### src/rtl/scl_div_pkg.sv
// Shared definitions for the encoded SCL divider.
// Assumes a 6-bit code with a fixed filter sampling rate (default value),
// so the sampling term at exponent 0 is a constant.
package scl_div_pkg;

    localparam int CODE_W         = 6;
    localparam int FLD_W          = 3;
    localparam int BASE_FILT_TERM = 6;

    typedef struct packed {
        logic [FLD_W-1:0] pre_sel;   // prescale table index
        logic [FLD_W-1:0] exp_sel;   // power-of-two exponent
    } div_fields_t;

    // Separate the scrambled code into selector and exponent fields.
    function automatic div_fields_t split_code(input logic [CODE_W-1:0] code);
        div_fields_t f;
        f.pre_sel = {code[5], code[1], code[0]};
        f.exp_sel = code[4:2];
        return f;
    endfunction

    // Non-monotonic prescale table of the normal variant.
    function automatic int unsigned prescale(input logic [FLD_W-1:0] idx);
        case (idx)
            3'd0:    return 9;
            3'd1:    return 10;
            3'd2:    return 12;
            3'd3:    return 15;
            3'd4:    return 5;
            3'd5:    return 6;
            3'd6:    return 7;
            default: return 8;
        endcase
    endfunction

    // Sampling term, halved for each exponent step.
    function automatic int unsigned filt_term(input logic [FLD_W-1:0] e);
        return BASE_FILT_TERM >> e;
    endfunction

    // Half of the division ratio; used only to size counters.
    function automatic int unsigned half_count(input logic [CODE_W-1:0] code,
                                               input bit dbl);
        div_fields_t  f;
        int unsigned  s;
        f = split_code(code);
        if (dbl) begin
            s = (prescale(f.pre_sel) << 1) + (filt_term(f.exp_sel) & ~32'd1);
            return s << (f.exp_sel + 3);
        end
        s = prescale(f.pre_sel) + filt_term(f.exp_sel);
        return s << f.exp_sel;
    endfunction

    // Largest half-period over the whole code space.
    function automatic int unsigned max_half(input bit dbl);
        int unsigned m;
        int unsigned h;
        m = 0;
        for (int c = 0; c < (1 << CODE_W); c++) begin
            h = half_count(CODE_W'(c), dbl);
            if (h > m) m = h;
        end
        return m;
    endfunction

endpackage

### src/rtl/scl_code_hold.sv
// Holds the divider code that is in force.
// Assumes load is high while idle and on the last cycle of each half-period,
// so a code change never alters a half-period already running.
module scl_code_hold
    import scl_div_pkg::*;
(
    input  logic              clk,
    input  logic              rst_n,
    input  logic              load,
    input  logic [CODE_W-1:0] code_in,
    output logic [CODE_W-1:0] code_q
);

    // Capture the external code only at permitted instants.
    always_ff @(posedge clk) begin
        if (!rst_n)    code_q <= '0;
        else if (load) code_q <= code_in;
    end

endmodule

### src/rtl/scl_ratio_decode.sv
// Turns the active code into the terminal count of a half-period (ratio/2 - 1).
// Purely combinational; DOUBLED picks the fast-clock table variant.
module scl_ratio_decode
    import scl_div_pkg::*;
#(
    parameter bit DOUBLED = 1'b0,
    parameter int CNT_W   = 12
) (
    input  logic [CODE_W-1:0] code,
    output logic [CNT_W-1:0]  half_m1
);

    localparam int HW    = CNT_W + 1;
    localparam int SUM_W = 6;
    localparam int SH_W  = 4;

    div_fields_t      fld;
    logic [SUM_W-1:0] base_sum;
    logic [SH_W-1:0]  shamt;
    logic [HW-1:0]    half_full;

    assign fld = split_code(code);

    generate
        if (DOUBLED) begin : g_doubled
            // Doubled entries, even sampling term, shift by exponent + 3.
            always_comb begin
                base_sum = SUM_W'((prescale(fld.pre_sel) << 1)
                                  + (filt_term(fld.exp_sel) & ~32'd1));
                shamt    = SH_W'(fld.exp_sel) + SH_W'(3);
            end
        end else begin : g_normal
            // Plain entries, shift by exponent only (ratio shift minus one).
            always_comb begin
                base_sum = SUM_W'(prescale(fld.pre_sel) + filt_term(fld.exp_sel));
                shamt    = SH_W'(fld.exp_sel);
            end
        end
    endgenerate

    // Scale the sum and form the terminal count.
    always_comb begin
        half_full = HW'(base_sum) << shamt;
        half_m1   = CNT_W'(half_full - HW'(1));
    end

endmodule

### src/rtl/scl_half_counter.sv
// Counts clock cycles up to a terminal value, then emits a one-cycle tick
// and flips the phase. Assumes half_m1 is stable within a half-period.
module scl_half_counter #(
    parameter int CNT_W = 12
) (
    input  logic             clk,
    input  logic             rst_n,
    input  logic             en,
    input  logic [CNT_W-1:0] half_m1,
    output logic             wrap,
    output logic             tick,
    output logic             phase
);

    logic [CNT_W-1:0] cnt_q;

    // Last cycle of the current half-period.
    assign wrap = en && (cnt_q == half_m1);

    // Advance the count, pulse the tick and flip the phase at the wrap.
    always_ff @(posedge clk) begin
        if (!rst_n || !en) begin
            cnt_q <= '0;
            tick  <= 1'b0;
            phase <= 1'b0;
        end else if (wrap) begin
            cnt_q <= '0;
            tick  <= 1'b1;
            phase <= ~phase;
        end else begin
            cnt_q <= cnt_q + CNT_W'(1);
            tick  <= 1'b0;
        end
    end

endmodule

### src/rtl/scl_rate_gen.sv
// Encoded SCL rate generator: code hold, ratio decode and half-period counter.
// Assumes a synchronous active-low reset and a code driven from clk's domain.
module scl_rate_gen
    import scl_div_pkg::*;
#(
    parameter bit DOUBLED = 1'b0
) (
    input  logic              clk,
    input  logic              rst_n,
    input  logic              en,
    input  logic [CODE_W-1:0] div_code,
    output logic              scl_tick,
    output logic              scl_phase
);

    localparam int unsigned MAX_HALF = max_half(DOUBLED);
    localparam int          CNT_W    = $clog2(MAX_HALF + 1);

    logic [CODE_W-1:0] active_code;
    logic [CNT_W-1:0]  half_m1;
    logic              wrap;
    logic              code_load;

    // Reload the code while idle or when a half-period ends.
    assign code_load = !en || wrap;

    scl_code_hold u_hold (
        .clk     (clk),
        .rst_n   (rst_n),
        .load    (code_load),
        .code_in (div_code),
        .code_q  (active_code)
    );

    scl_ratio_decode #(
        .DOUBLED (DOUBLED),
        .CNT_W   (CNT_W)
    ) u_decode (
        .code    (active_code),
        .half_m1 (half_m1)
    );

    scl_half_counter #(
        .CNT_W   (CNT_W)
    ) u_count (
        .clk     (clk),
        .rst_n   (rst_n),
        .en      (en),
        .half_m1 (half_m1),
        .wrap    (wrap),
        .tick    (scl_tick),
        .phase   (scl_phase)
    );

endmodule

### config.mk
export PLATFORM = sky130hd
export DESIGN_NAME = scl_rate_gen
export DESIGN_NICKNAME = d
export VERILOG_FILES = /design/src/rtl/scl_div_pkg.sv /design/src/rtl/scl_code_hold.sv /design/src/rtl/scl_ratio_decode.sv /design/src/rtl/scl_half_counter.sv /design/src/rtl/scl_rate_gen.sv
export SDC_FILE = /design/constraint.sdc
export NUM_CORES = 1
export LEC_CHECK = 0
export BUFFER_PORTS_ARGS = -buffer_cell sky130_fd_sc_hd__buf_2
export CAP_MARGIN = 20
export CORE_ASPECT_RATIO = 1.25
export CORE_MARGIN = 5
export CORE_UTILIZATION = 45
export DETAILED_ROUTE_END_ITERATION = 12
export SLEW_MARGIN = 15
export SYNTH_ARGS = -nofsm -noshare
export SYNTH_HDL_FRONTEND = slang
export SYNTH_SLANG_ARGS = --single-unit
### constraint.sdc
create_clock -name clk -period 5.15 [get_ports clk]
set_input_delay 0.2575 -clock clk [delete_from_list [all_inputs] [get_ports clk]]
set_output_delay 0.2575 -clock clk [all_outputs]
set_load 0.005 [all_outputs]
**Yosys cells after proc, flatten, opt, wreduce, memory -nomap -nowiden**

Cells that the tools add are included.

- Flip-flop bits (word level): 19
- Input port bits: 9
- Logic and storage cells: 26

- Add/sub/neg operators: 3
- Equality and inequality tests: 7
- Shift-type cells: 2
- Multiplexer cells: 2
- Bitwise logic cells: 1
- Reductions and logical operators: 7

Operators by type and width:

| operator | count |
|---|---|
| 4-bit one-hot mux with 7 select lines | 1 |
| 11-bit by 1-bit adder with 11-bit output (second input constant) | 1 |
| 11-bit == test | 1 |
| 6-bit by 3-bit << shifter with 11-bit output | 1 |
| 11-bit by 1-bit subtractor with 11-bit output (second input constant) | 1 |
| 3-bit == test (second input constant) | 3 |
| 4-bit by 6-bit adder with 6-bit output | 1 |
| 3-bit by 2-bit == test with 1-bit output (second input constant) | 2 |
| 3-bit by 3-bit right shift with 6-bit output (first input constant) | 1 |
| 3-bit by 1-bit == test with 1-bit output (second input constant) | 1 |
| 3-bit zero test | 1 |
| 1-bit zero test | 2 |
| 1-bit logical OR | 2 |
| 2-bit OR reduction | 1 |
| 1-bit logical AND | 1 |
| 1-bit 2-to-1 mux | 1 |
| 1-bit NOT | 1 |

**Longest topological paths before layout**

- Word-level depth: 8
- Mapped depth: 20

**By module**

A second synthesis with hierarchy kept.

- Cell total of the unflattened synthesis: 239
- Area, all modules: 1925.6 um^2

Modules (own cells, without submodules):

| module | times used | cells an instance | area an instance (um^2) | sequential area each (um^2) |
|---|---|---|---|---|
| scl_ratio_decode | 1 | 148 | 1021.0 | 0.0 |
| scl_half_counter | 1 | 71 | 669.4 | 260.2 |
| scl_code_hold | 1 | 19 | 229.0 | 120.1 |
| scl_rate_gen | 1 | 1 | 6.3 | 0.0 |

**Least setup slack after synthesis**

OpenSTA, ideal clock, no wires.

- Kind: register to register
- From: reg u_hold.code_q[3]
- To: reg u_count.cnt_q[10]
- Library setup time: 0.115 ns
- Data arrival time: 4.104 ns
- Required time: 5.035 ns
- Slack: 0.932 ns
- Stages on the path, launching flop included: 19
- Buffers on the path: 2
- Path through: dfxtp_1 > buf_2 > inv_1 > ha_1 > nor2b_1 > ha_1 > inv_1 > fa_1 > xnor2_1 > o21ai_0 > or3_1 > and3_1 > a311o_1 > a2111oi_0 > o221ai_1 > nor4_4 > nand3b_1 > buf_4 > nor2_1

- Word-level cells in the longest chain between the ends: 7

RTL lines:

| element | line | source |
|---|---|---|
| start: declaration | scl_code_hold.sv:11 | `output logic [CODE_W-1:0] code_q` |
| start signal: assignment | scl_code_hold.sv:17 | `else if (load) code_q <= code_in;` |
| 3-bit by 3-bit right shift with 6-bit output | scl_div_pkg.sv:39 | `return BASE_FILT_TERM >> e;` |
| 4-bit by 6-bit adder with 6-bit output | scl_ratio_decode.sv:35 | `base_sum = SUM_W'(prescale(fld.pre_sel) + filt_term(fld.exp_sel));` |
| 6-bit by 3-bit << shifter with 11-bit output * | scl_ratio_decode.sv:43 | `half_full = HW'(base_sum) << shamt;` |
| 11-bit by 1-bit subtractor with 11-bit output * | scl_ratio_decode.sv:44 | `half_m1 = CNT_W'(half_full - HW'(1));` |
| 11-bit == test * | scl_half_counter.sv:18 | `assign wrap = en && (cnt_q == half_m1);` |
| 1-bit logical AND * | scl_half_counter.sv:18 |  |
| 2-bit OR reduction (no source line) * | -- |  |
| end signal: assignment | scl_half_counter.sv:31 | `cnt_q <= cnt_q + CNT_W'(1);` |
| end: declaration | scl_half_counter.sv:15 | `logic [CNT_W-1:0] cnt_q;` |

Mark *: on every way between the ends. The rest lies on a longest branch, timed or not.
A chain may end at the register's enable or synchronous reset.

**Worst setup path in the final report**

- From: reg u_hold.code_q[2]
- To: reg u_count.cnt_q[2]

Same word-level chain as after synthesis.

==> report_table.html <==
<table>
<tr><th>Metric</th><th>Value</th></tr>
<tr><th colspan="2">Run status</th></tr>
<tr><td>Run status</td><td>finished clean</td></tr>
<tr><th colspan="2">Timing</th></tr>
<tr><td>Post-Route Skew</td><td>0.009498 ns</td></tr>
<tr><td>Final total negative setup slack</td><td>0 ns</td></tr>
<tr><td>Maximum clock frequency</td><td>around 0.21 GHz</td></tr>
<tr><td>Slew at the pin closest to its max-slew limit</td><td>just under 0.8 ns</td></tr>
<tr><td>Normalized max-slew margin</td><td>47.39%</td></tr>
<tr><td>Total count of hold-check failures in the final report</td><td>0</td></tr>
<tr><td>Total count of max-transition violations in the final report</td><td>0</td></tr>
<tr><td>Clock period minus worst slack</td><td>between 4 and 5 ns</td></tr>
<tr><td>Tcrit/Tclk final</td><td>approximately nine tenths</td></tr>
<tr><td>RSZ-0062 raised after global routing</td><td>no</td></tr>
<tr><td>Number of setup violations in the final report</td><td>0</td></tr>
<tr><th colspan="2">Finish</th></tr>
<tr><td>Number of antenna repair diodes</td><td>0</td></tr>
<tr><td>Area taken by multi-input logic gates</td><td>1470 µm²</td></tr>
<tr><td>Layout overhead on the synthesized area</td><td>7.317%</td></tr>
<tr><td>Post-route design area</td><td>2092 µm²</td></tr>
<tr><td>Filler cell count in the final layout</td><td>approximately 430</td></tr>
<tr><td>Share of cells above drive strength 1</td><td>between 10 and 15%</td></tr>
<tr><td>Storage cell area</td><td>380.4 µm²</td></tr>
<tr><td>Nets@finish</td><td>~270</td></tr>
<tr><th colspan="2">Clocking</th></tr>
<tr><td>TritonCTS clock tree</td><td>done</td></tr>
<tr><td>Maximum clock insertion buffer count</td><td>2</td></tr>
<tr><td>CTS resizes</td><td>0</td></tr>
<tr><td>CTS hold repair buffers</td><td>0</td></tr>
<tr><td>Number of buffers inserted by post-CTS setup repair</td><td>0</td></tr>
<tr><td>Number of clock buffers inserted by TritonCTS</td><td>3</td></tr>
<tr><td>Worst skew pair latency</td><td>0.26 ns</td></tr>
<tr><td>Number of H-tree levels</td><td>1</td></tr>
<tr><td>CTS Sinks</td><td>19</td></tr>
<tr><td>Clock Pin Slew Worst Setup and Hold Paths</td><td>0.08 ns</td></tr>
<tr><td>Clock Root Buffer</td><td>clkbuf_8</td></tr>
<tr><th colspan="2">Routing</th></tr>
<tr><td>DR DRC count</td><td>0</td></tr>
<tr><td>Met3 wire len</td><td>149 µm</td></tr>
<tr><td>Routed metal-1 wire length</td><td>2.114 mm</td></tr>
<tr><td>Top metal layer carrying routed signals</td><td>met4</td></tr>
<tr><td>Vias per inst</td><td>5.802</td></tr>
<tr><td>Final wirelength</td><td>4.754 mm</td></tr>
<tr><td>Overall via count from detail_route</td><td>between 1,500 and 2,000</td></tr>
<tr><td>DRC violation total after the first TritonRoute iteration</td><td>100</td></tr>
<tr><td>Average routed wire per standard cell</td><td>15.19 µm</td></tr>
<tr><td>Detailed-routing iteration count for the pre-antenna-repair pass</td><td>4</td></tr>
<tr><td>Routed met2 length</td><td>2.362 mm</td></tr>
<tr><td>Final ANT Viol Nets</td><td>0</td></tr>
<tr><th colspan="2">Floorplan</th></tr>
<tr><td>Floorplan Core Area</td><td>4131 µm²</td></tr>
<tr><td>Effective utilization at floorplan</td><td>a little under half</td></tr>
<tr><td>Number of core rows</td><td>26</td></tr>
<tr><td>Vertical die dimension</td><td>approximately 84 µm</td></tr>
<tr><td>I/O pin count</td><td>11</td></tr>
<tr><td>Chip width</td><td>68.87 µm</td></tr>
<tr><td>Die ar.</td><td>5757 µm²</td></tr>
<tr><th colspan="2">Synth</th></tr>
<tr><td>Post-synth EDFFs</td><td>0</td></tr>
<tr><td>Cell with the most instances after synthesis</td><td>nand2_1</td></tr>
<tr><td>Number of nets in the synthesized netlist</td><td>266</td></tr>
<tr><td>Share of the yosys chip area belonging to registers</td><td>between 15 and 20%</td></tr>
<tr><td>Flip-flop cell with the highest count after synthesis</td><td>dfxtp_1</td></tr>
<tr><td>Post-synth top area share</td><td>19.51%</td></tr>
<tr><td>Post-synthesis instance area</td><td>1949 µm²</td></tr>
<tr><td>Leading cell types by count after synthesis</td><td>nand2_1, nor2_1, xnor2_1</td></tr>
<tr><td>Cells after synthesis</td><td>250</td></tr>
<tr><td>Ys Warns</td><td>0</td></tr>
<tr><td>Proportion of register bits with asynchronous set or reset after synthesis</td><td>0%</td></tr>
<tr><td>Library cell with the largest summed area after synthesis</td><td>dfxtp_1</td></tr>
<tr><td>Cell variety after synth</td><td>60</td></tr>
<tr><td>Cell types occupying the most area after synthesis</td><td>dfxtp_1, xnor2_1, nand2_1</td></tr>
<tr><td>Avg Inst Size Synth</td><td>roughly 8 µm²</td></tr>
<tr><td>Flop and latch count out of synthesis</td><td>19</td></tr>
<tr><th colspan="2">Setup path</th></tr>
<tr><td>Critical Path Start Type</td><td>register</td></tr>
<tr><td>Arr. time, crit path</td><td>about 4.8 ns</td></tr>
<tr><td>Worst-case register-to-register setup slack</td><td>0.49 ns</td></tr>
<tr><td>Crit path capture type</td><td>register</td></tr>
<tr><td>Delay of the slowest cell on the worst path</td><td>between 0.4 and 0.5 ns</td></tr>
<tr><td>Data required time of the worst path</td><td>~5.3 ns</td></tr>
<tr><td>Cell at the slowest stage of the critical path</td><td>xnor2_1</td></tr>
<tr><td>Critical-path cell list</td><td>inv_1 &gt; ha_1 &gt; nor2b_1 &gt; ha_1 &gt; inv_1 &gt; fa_1 &gt; xnor2_1 &gt; o21ai_0 &gt; or3_1 &gt; and3_1 &gt; a311o_1 &gt; a2111oi_0 &gt; o221ai_1 &gt; nor4_4 &gt; nand3b_1 &gt; nor2_1</td></tr>
<tr><td>Maximum fanout along the worst path</td><td>11</td></tr>
<tr><td>Type of the worst setup path</td><td>register to register</td></tr>
<tr><th colspan="2">Pwr</th></tr>
<tr><td>Pwr Density</td><td>310.7 nW/µm²</td></tr>
<tr><td>Leakage dissipation</td><td>0.7781 nW</td></tr>
<tr><td>Total Power</td><td>between 0.0006 and 0.0007 W</td></tr>
<tr><td>Maximum vdd drop</td><td>0.1864 mV</td></tr>
<tr><th colspan="2">Placed design</th></tr>
<tr><td>Count of input and output buffers</td><td>10</td></tr>
<tr><td>Placed Instance Area</td><td>2046 µm²</td></tr>
<tr><td>Final HPWL DP</td><td>3.748 mm</td></tr>
<tr><td>Placer Congestion</td><td>0.9025</td></tr>
<tr><th colspan="2">Global routing</th></tr>
<tr><td>Via count of the first global-routing pass</td><td>1,717</td></tr>
<tr><td>Number of antenna violations at the first check in global routing</td><td>0</td></tr>
<tr><td>Pin count of the biggest net entering global routing</td><td>24</td></tr>
<tr><td>Tot GR Track Use</td><td>18.08%</td></tr>
<tr><td>First-pass GRT wire length</td><td>8.245 mm</td></tr>
<tr><td>Remaining global-route overflow</td><td>0</td></tr>
<tr><th colspan="2">Hold path</th></tr>
<tr><td>Class of the tightest hold or removal check</td><td>primary input to register</td></tr>
<tr><th colspan="2">Flow run</th></tr>
<tr><td>Maximum capacitance violations</td><td>0</td></tr>
</table>
==> cells in the final DEF, fill, tap and decap left out, types with 3 or more instances in the layout <==
cell       count
nand2_1       32
nor2_1        25
xnor2_1       21
dfxtp_1       19
nand3_1       11
inv_1         10
buf_2         10
mux2i_1        9
xor2_1         7
nor2b_1        6
ha_1           6
nand2b_1       5
o21ai_0        5
a2111oi_0      5
and3_1         5
buf_4          5
a21oi_1        4
o211ai_1       4
a21boi_0       4
nor3_1         3
and3b_1        3
a211oi_1       3
o31a_1         3
nand3b_1       3
o22ai_1        3
nand4_1        3
o211a_1        3
clkbuf_8       3
==> per-stage QoR <==
stage	hold slack, ns	setup slack, ns	utilization [%]	cells
3_3_place_gp	0.4849	0.5797	49.52	309
5_1_grt	0.2432	0.03509	50.64	313
2_1_floorplan	0.3963	0.9318	-	250
6_report	0.2309	0.4941	50.64	313
4_1_cts	0.2290	0.4886	50.64	313
3_5_place_dp	0.4742	0.5296	49.52	309
==> flip-flops by register name (all words and copies together) (netlist names) <==
register / count
u_count.phase: 1
u_hold.code_q: 6
u_count.cnt_q: 11
u_count.tick: 1
==> logic make-up (layout without fill, tap and decap cells) <==
logic type / Yosys count / count (layout) / share of synthesized area (%)
simple gates: 105 / 105 / 26.96
compound gates: 59 / 59 / 25.55
flops: 19 / 19 / 19.51
fa+ha+maj: 7 / 7 / 4.878
buf+inv: 22 / 29 / 5.071
xor+xnor: 29 / 29 / 13.42
mux: 9 / 9 / 4.621
==> path summary, 6_finish.rpt <==
path                                 startpoint                             to  cells after the start
setup reg to reg  u_hold.code_q[2]$_SDFFE_PN0P_    u_count.cnt_q[2]$_SDFF_PP0_                     16
hold reg to reg     u_count.cnt_q[0]$_SDFF_PP0_    u_count.cnt_q[0]$_SDFF_PP0_                      1
hold / removal                      div_code[4]  u_hold.code_q[4]$_SDFFE_PN0P_                      3
setup / recovery  u_hold.code_q[2]$_SDFFE_PN0P_    u_count.cnt_q[2]$_SDFF_PP0_                     16
==> critical path, delay by kind of cell, from the launching register on <==
kind                       cells  cell delay, ns
AOI/OAI and AO/OA              4            1.06
xor gates and xnor gates       1            0.49
adders and majority gates      3            0.88
buffers and inverters          2            0.15
DFF                            1            0.33
and+or+nand+nor                6            1.60
==> area by class of cell <==
type / instances / area share, %
Timing Repair Buffer: 15 / 4.187
Clock buffer: 3 / 1.974
Tap cell: 56 / 3.349
Multi-Input combinational cell: 209 / 70.27
Clock inverter: 1 / 0.2392
Sequential cell: 19 / 18.18
Inverter: 10 / 1.794
==> where the power goes <==
group / switching [W] / internal, W / leakage, nW
Sequential: 0.00000715 / 0.000153 / 0.155
Clock: 0.0000492 / 0.0000538 / 0.0255
Combinational: 0.000229 / 0.000159 / 0.598
Total: 0.000285 / 0.000365 / 0.778
==> layer usage <==
layer	vias to the layer above	GRT usage, %
met5	-	0
met4	0	6.383
met3	11	1.752
met2	35	28.65
met1	847	24.84
li1	923	-
Note: power is estimated with default switching activity, not from simulation.
